## config.mk

```make
export PLATFORM = sky130hd
export DESIGN_NAME = srl_pwm
export DESIGN_NICKNAME = d
export VERILOG_FILES = /design/src/rtl/srl_pwm_pkg.sv /design/src/rtl/srl_pwm_ramp.sv /design/src/rtl/srl_pwm_dutyreg.sv /design/src/rtl/srl_pwm_srff.sv /design/src/rtl/srl_pwm.sv
export SDC_FILE = /design/constraint.sdc
export NUM_CORES = 1
export LEC_CHECK = 0
export BUFFER_PORTS_ARGS = -buffer_cell sky130_fd_sc_hd__clkbuf_2
export CAP_MARGIN = 30
export CORE_MARGIN = 3
export CORE_UTILIZATION = 35
export CTS_CLUSTER_SIZE = 12
export DETAILED_ROUTE_END_ITERATION = 8
export PLACE_DENSITY = 0.63
export SLEW_MARGIN = 40
export SYNTH_ARGS = -nofsm -noshare
export SYNTH_HDL_FRONTEND = slang
export SYNTH_SLANG_ARGS = --single-unit
```

## constraint.sdc

```tcl
create_clock -name clk -period 3.53 [get_ports clk]
set_input_delay 0 -clock clk [delete_from_list [all_inputs] [get_ports clk]]
set_output_delay 0 -clock clk [all_outputs]
set_load 0.01 [all_outputs]
```

## src/rtl/srl_pwm_pkg.sv

```systemverilog
package srl_pwm_pkg;
  typedef enum logic {
    PWM_LO = 1'b0,
    PWM_HI = 1'b1
  } pwm_lvl_e;
endpackage

```

## src/rtl/srl_pwm_ramp.sv

```systemverilog
module srl_pwm_ramp #(
  parameter int CNT_W = 8
) (
  input  logic             clk,
  input  logic             rst,
  output logic [CNT_W-1:0] cnt_o,
  output logic             wrap_o
);
  localparam logic [CNT_W-1:0] TOP = {CNT_W{1'b1}};

  logic [CNT_W-1:0] cnt_q;

  always_ff @(posedge clk) begin
    if (rst) cnt_q <= '0;
    else     cnt_q <= cnt_q + CNT_W'(1);
  end

  assign cnt_o  = cnt_q;
  assign wrap_o = (cnt_q == TOP);

  // counter steps by one below the top value
  a_r1_step: assert property (@(posedge clk) disable iff (rst)
    (cnt_q != TOP) |=> (cnt_q == CNT_W'($past(cnt_q) + CNT_W'(1))));
  // wrap to zero after the top value
  a_r1_wrap: assert property (@(posedge clk) disable iff (rst)
    wrap_o |=> (cnt_q == '0));
endmodule

```

## src/rtl/srl_pwm_dutyreg.sv

```systemverilog
module srl_pwm_dutyreg #(
  parameter int CNT_W = 8
) (
  input  logic             clk,
  input  logic             rst,
  input  logic             load_i,
  input  logic [CNT_W-1:0] duty_i,
  output logic [CNT_W-1:0] duty_o
);
  logic [CNT_W-1:0] duty_q;

  always_ff @(posedge clk) begin
    if (rst)         duty_q <= '0;
    else if (load_i) duty_q <= duty_i;
  end

  assign duty_o = duty_q;

  // stored code only changes on a load
  a_r5_hold: assert property (@(posedge clk) disable iff (rst)
    !load_i |=> $stable(duty_q));
  a_r5_load: assert property (@(posedge clk) disable iff (rst)
    load_i |=> (duty_q == $past(duty_i)));
endmodule

```

## src/rtl/srl_pwm_srff.sv

```systemverilog
module srl_pwm_srff
  import srl_pwm_pkg::*;
#(
  parameter int CNT_W = 8
) (
  input  logic             clk,
  input  logic             rst,
  input  logic [CNT_W-1:0] cnt_i,
  input  logic [CNT_W-1:0] duty_i,
  input  logic             clr_i,
  output logic             pwm_o
);
  logic [CNT_W-1:0] bit_eq;
  logic             hit;
  pwm_lvl_e         lvl_q;

  for (genvar b = 0; b < CNT_W; b++) begin : g_eq
    assign bit_eq[b] = ~(cnt_i[b] ^ duty_i[b]);
  end
  assign hit = &bit_eq;

  always_ff @(posedge clk) begin
    if (rst)        lvl_q <= PWM_LO;
    else if (clr_i) lvl_q <= PWM_LO;
    else if (hit)   lvl_q <= PWM_HI;
  end

  assign pwm_o = (lvl_q == PWM_HI);

  // clear has priority over set
  a_r4_clear_wins: assert property (@(posedge clk) disable iff (rst)
    clr_i |=> (lvl_q == PWM_LO));
  // equality sets the output
  a_r3_set: assert property (@(posedge clk) disable iff (rst)
    ((cnt_i == duty_i) && !clr_i) |=> (lvl_q == PWM_HI));
  a_r3_hold: assert property (@(posedge clk) disable iff (rst)
    ((cnt_i != duty_i) && !clr_i) |=> $stable(lvl_q));
endmodule

```

## src/rtl/srl_pwm.sv

```systemverilog
module srl_pwm #(
  parameter int CNT_W = 8
) (
  input  logic             clk,
  input  logic             rst,
  input  logic [CNT_W-1:0] duty_i,
  output logic             pwm_o,
  output logic             ovf_o
);
  logic [CNT_W-1:0] cnt;
  logic [CNT_W-1:0] duty_cur;
  logic             wrap;

  srl_pwm_ramp #(.CNT_W(CNT_W)) u_ramp (
    .clk    (clk),
    .rst    (rst),
    .cnt_o  (cnt),
    .wrap_o (wrap)
  );

  srl_pwm_dutyreg #(.CNT_W(CNT_W)) u_duty (
    .clk    (clk),
    .rst    (rst),
    .load_i (wrap),
    .duty_i (duty_i),
    .duty_o (duty_cur)
  );

  srl_pwm_srff #(.CNT_W(CNT_W)) u_srff (
    .clk    (clk),
    .rst    (rst),
    .cnt_i  (cnt),
    .duty_i (duty_cur),
    .clr_i  (wrap),
    .pwm_o  (pwm_o)
  );

  assign ovf_o = wrap;

  // reset clears output and strobe
  a_r7_reset: assert property (@(posedge clk)
    rst |=> (!pwm_o && !ovf_o));
  // overflow strobe lasts a single cycle
  a_r2_single: assert property (@(posedge clk) disable iff (rst)
    ovf_o |=> !ovf_o);
  // output is low right after an overflow
  a_r4_low_after_ovf: assert property (@(posedge clk) disable iff (rst)
    ovf_o |=> !pwm_o);
endmodule

```

---- After elaboration in Yosys (flattened, before gate mapping) ----
Index checks and enable logic that the tools add are counted.
word-level totals
  RAM bits ................................ 0
  logic and storage cells ................. 23
  latch bits .............................. 0
  register bits ........................... 17
  bits in read-only memories .............. 0
  memories kept ........................... 0
  bits of input ports ..................... 10
  output and inout bits ................... 2
operators by class
  muxes and demuxes ....................... 0
  multiply operators ...................... 0
  order comparisons ....................... 0
  div/mod/pow operators ................... 0
  bitwise gates (word level) .............. 16
  equal/unequal tests ..................... 1
  add/sub/neg operators ................... 1
  shift-type cells ........................ 0
  reductions and logical operators ........ 2
operators with widths
  cell                   number
  $add A8 B1 Y8 const B  1
  $eq A8 B8 Y1 const B   1
  $not A1 Y1             8
  $reduce_and A8 Y1      1
  $xor A1 B1 Y1          8
  $reduce_or A2 Y1       1

---- Longest topological paths before layout ----
  depth in word-level cells ............... 3
  gate-level depth with buffers ........... 5
  depth with buffers taken out ............ 5

---- By module ----
From an unflattened synthesis, not the netlist that was laid out.
unflattened totals
  cell total of the unflattened synthesis .. 74
  area, all modules ....................... 713.2 µm²
modules (own cells, without submodules)
  module           sequential area each (µm²)  cells each  area each (µm²)  times used
  srl_pwm_ramp     160.2                       35          310.3            1
  srl_pwm_dutyreg  160.2                       26          285.3            1
  srl_pwm_srff     20.0                        13          117.6            1

---- Least setup slack after synthesis ----
Ideal clock, no wire load.
  path kind ............................... flip-flop to flip-flop
  start ................................... register u_ramp.cnt_q[0], in the netlist u_ramp.cnt_o[0]
  end ..................................... register u_duty.duty_q[2], in the netlist u_duty.duty_o[2]
  arrival time ............................ 1097 ps
  slack ................................... 2363 ps
  stages on the path, launching flop included .. 6
  path buffers ............................ 0
  data required time ...................... 3459 ps
  clock period less this slack ............ 1167 ps
  setup time .............................. 71 ps
  path through ............................ dfxtp_1 -> ha_1 -> nand3_4 -> nor2_8 -> nand2_1 -> a21oi_1
between the ends
  longest elaborated chain between the ends .. 1
RTL lines
  what                    RTL line               RTL
  start, declared         srl_pwm_ramp.sv:11     logic [CNT_W-1:0] cnt_q;
  start signal, assigned  srl_pwm_ramp.sv:15     else cnt_q <= cnt_q + CNT_W'(1);
  $eq A8 B8 Y1            srl_pwm_ramp.sv:19     assign wrap_o = (cnt_q == TOP);
  net ovf_o               srl_pwm.sv:8           output logic ovf_o
  end signal, assigned    srl_pwm_dutyreg.sv:14  else if (load_i) duty_q <= duty_i;
  end, declared           srl_pwm_dutyreg.sv:10  logic [CNT_W-1:0] duty_q;
The timed path passes the listed nets, and every way through them passes these cells.
A chain may end at the register's enable or synchronous reset.

---- Final worst setup path ----
  start ................................... register u_ramp.cnt_q[0], in the netlist u_ramp.cnt_o[0]
  end ..................................... output ovf_o
between the ends
  longest elaborated chain between the ends .. 1
RTL lines
  what           RTL line
  $eq A8 B8 Y1   srl_pwm_ramp.sv:19
  end, declared  srl_pwm.sv:8
Every way passes these cells.

==> out/metrics.cfg <==
[run_status]
run_status = complete, no violations

[job]
cap_violations = 0

[critical_path]
rrSetupSlack_ns = 2.07
cp.depth = 4
crit_required_ns = 3.53
cp_num_buf_inv = 1
reg2reg_depth = 3
critical_path.cell_chain = ha_1 > nand3_4 > nor2_8 > clkbuf_2
critPathKind = reg -> out
cp-end-kind = output pin
critPathLaunch = u_ramp.cnt_o[0]
slowest_delay_ns = 0.41
path_delay_family = flip-flops
crit_end = ovf_o
worstReg2RegStart = u_ramp.cnt_o[3]
reg2reg_to = u_ramp.cnt_o[7]
crit_path_start_kind = register
critical-path-slowest-cell = dfxtp_1
worst_ep_arrival_time_ns = 1.55
cp_max_fo = 10

[worst_hold_path]
hp-class = in -> reg
min_from = rst

[finish]
multiInputGateArea_um2 = 384
final_area_um2 = 921
final_nets = 113
drive_above_1_share_pct = 18.8
mostFrequentLayoutCell = dfxtp_1
diodes = 0
fillers = 211
ff_latch_area_um2 = 340
mostFrequentLayoutCells = dfxtp_1 (17), xor2_1 (11), a21oi_1 (11), clkbuf_2 (11), o21ai_0 (10)
syn2layout_area_growth_pct = 22.7

[clock_network]
cts_tree = built
clock_sinks = 17
cts.clk_slew.worst_paths_ns = 0.10
clockBufferDepth = 2
root_buffer = clkbuf_4
numCtsBuffers = 3
htree_levels = 1
cts_resized = 0
postCtsSetupRepairBufs = 0
clk_latency_ns = 0.29

[sta]
fin_crit_sh_pct = 44.0
final-max-slew-violation-count = 0
rsz0062_at_grt = no
min_period_ns = 1.55
setup_viol = 0
max_slew_margin_pct = 76.9
fin_worst_skew_ns = 0.00132
setup_tns_ns = 0
worst_pin_slew_ns = 0.345
holdWs_ns = 0.114
max_freq_mhz = 644
hold_viol_final = 0

[yosys]
synth_compound_area_share_pct = 14.0
synthCells = 82
syn_nets = 93
ys_warn_count = 0
synth_fa_ha_area_share_pct = 1.67
synth_xor_xnor_area_share_pct = 14.0
synth_area_um2 = 751
yosysUniqueCellTypes = 20
synth_seq_cells = 17
ys_seq_area_share_pct = 45.3
synth.mux.area_fraction_pct = 0
synth_top_family_by_area = simple AND/OR/NAND/NOR gates
yosys.area_share.simple_pct = 21.5
avgSynthCellArea_um2 = 9.16

[placement]
io_buffers = 11
dpl.hpwl_um = 985
routabilityCongestion = 0.788
place_area_um2 = 813

[detailed_routing]
viasPerCell = 4.67
drc = 0
first_pass_iters = 4
wl_mm = 1.47
vias = 598
ant_nets = 0
wl_per_cell_um = 11.5
first_iter_violations = 4

[grt]
grt_pass1_vias = 593
grt_use_total_pct = 13.1
antenna_found_initial = 0
grt_pass1_wl_mm = 2.64
grt-ovfl-total = 0
grt_max_degree = 18

[power]
sw_frac_of_total_pct = 23.7
seqPwrFrac_pct = 60.3
leakage_nw = 0.414
net-switching-power_uw = 78.9
p_int_uw = 254
combPwrFrac_pct = 8.1
p_per_area_nw_per_um2 = 361
ir_worst_vdd_mv = 0.267
p_clk_share_pct = 31.6

[floorplanning]
start_util_pct = 37.5
core_area_um2 = 2000
die_w_um = 52.3
rows = 16
io_pins = 12
dieHeight_um = 52.3
die_area_um2 = 2740

==> cell type report <==
cell class                      instances  area share, %
Multi-Input combinational cell         61           41.7
Timing Repair Buffer                   19           14.7
Clock buffer                            3           2.45
Tap cell                               27           3.67
Clock inverter                          1          0.543
Sequential cell                        17           37.0
==> routing by layer <==
| metal | vias to the layer above | track usage, % | routed length (um) |
|---|---|---|---|
| met3 | 2 | 5.13 | 75 |
| met4 | 0 | 2.55 | 9 |
| li1 | 317 | - | - |
| met5 | - | 0 | 0 |
| met1 | 266 | 17.2 | 751 |
| met2 | 13 | 20.2 | 635 |
==> worst min-delay path by stage <==
stage | endpoint | slack [ns] | cells after the start
after CTS | u_duty.duty_o[4] | 0.12 | 2
final | u_duty.duty_o[3] | 0.11 | 2
after detailed placement | u_duty.duty_o[2] | 0.23 | 3
after global routing | u_ramp.cnt_o[0] | 0.14 | 2
after global placement | u_duty.duty_o[0] | 0.22 | 3
after floorplan | u_duty.duty_o[0] | 0.14 | 2
==> synthesized netlist by cell type (all sizes together) <==
master / count / share of area, %
a21oi: 11 / 7.3
and3: 1 / 1.0
buf: 2 / 2.5
clkbuf: 2 / 1.0
dfxtp: 17 / 45
ha: 1 / 1.7
nand2: 9 / 4.5
nand3: 4 / 4.3
nand4: 1 / 1.7
nor2: 6 / 5.2
nor2b: 1 / 0.83
nor3: 1 / 0.67
nor4: 2 / 1.7
o21ai: 10 / 6.7
or3: 2 / 1.7
xnor2: 1 / 1.2
xor2: 11 / 13
==> stage by stage <==
stage	power, mW	instances	worst slack, ns	utilization, %
floorplan	0.218	82	2.36	-
global placement	0.225	116	2.16	40.6
detailed placement	0.225	116	2.09	40.6
CTS	0.336	128	1.96	46.0
global route	0.349	128	1.85	46.0
finish	0.333	128	1.98	46.0
==> timing repair <==
item	CTS	global route
endpoints found under the setup margin	0	0
endpoints found under the hold margin	8	0
hold buffers	8	0
==> power by group through the flow <==
stage | Combinational (mW) | Clock, mW | Sequential, mW
finish | 0.0269 | 0.105 | 0.201
global route | 0.0299 | 0.117 | 0.202
floorplan | 0.0138 | 0 | 0.204
CTS | 0.0271 | 0.109 | 0.201
detailed placement | 0.0202 | 0 | 0.205
global placement | 0.0200 | 0 | 0.205
==> cells by family (layout without fill, tap and decap cells) <==
kind of cell | Yosys count | in the layout
buf+inv | 4 | 23
xor+xnor | 12 | 12
flops | 17 | 17
simple gates | 27 | 27
fa+ha+maj | 1 | 1
compound gates | 21 | 21
==> registers in the layout, indices dropped and copies added (netlist names) <==
name / flops
u_duty.duty_o: 8
u_ramp.cnt_o: 8
u_srff.pwm_o: 1
(Power assumes the default switching activity.)
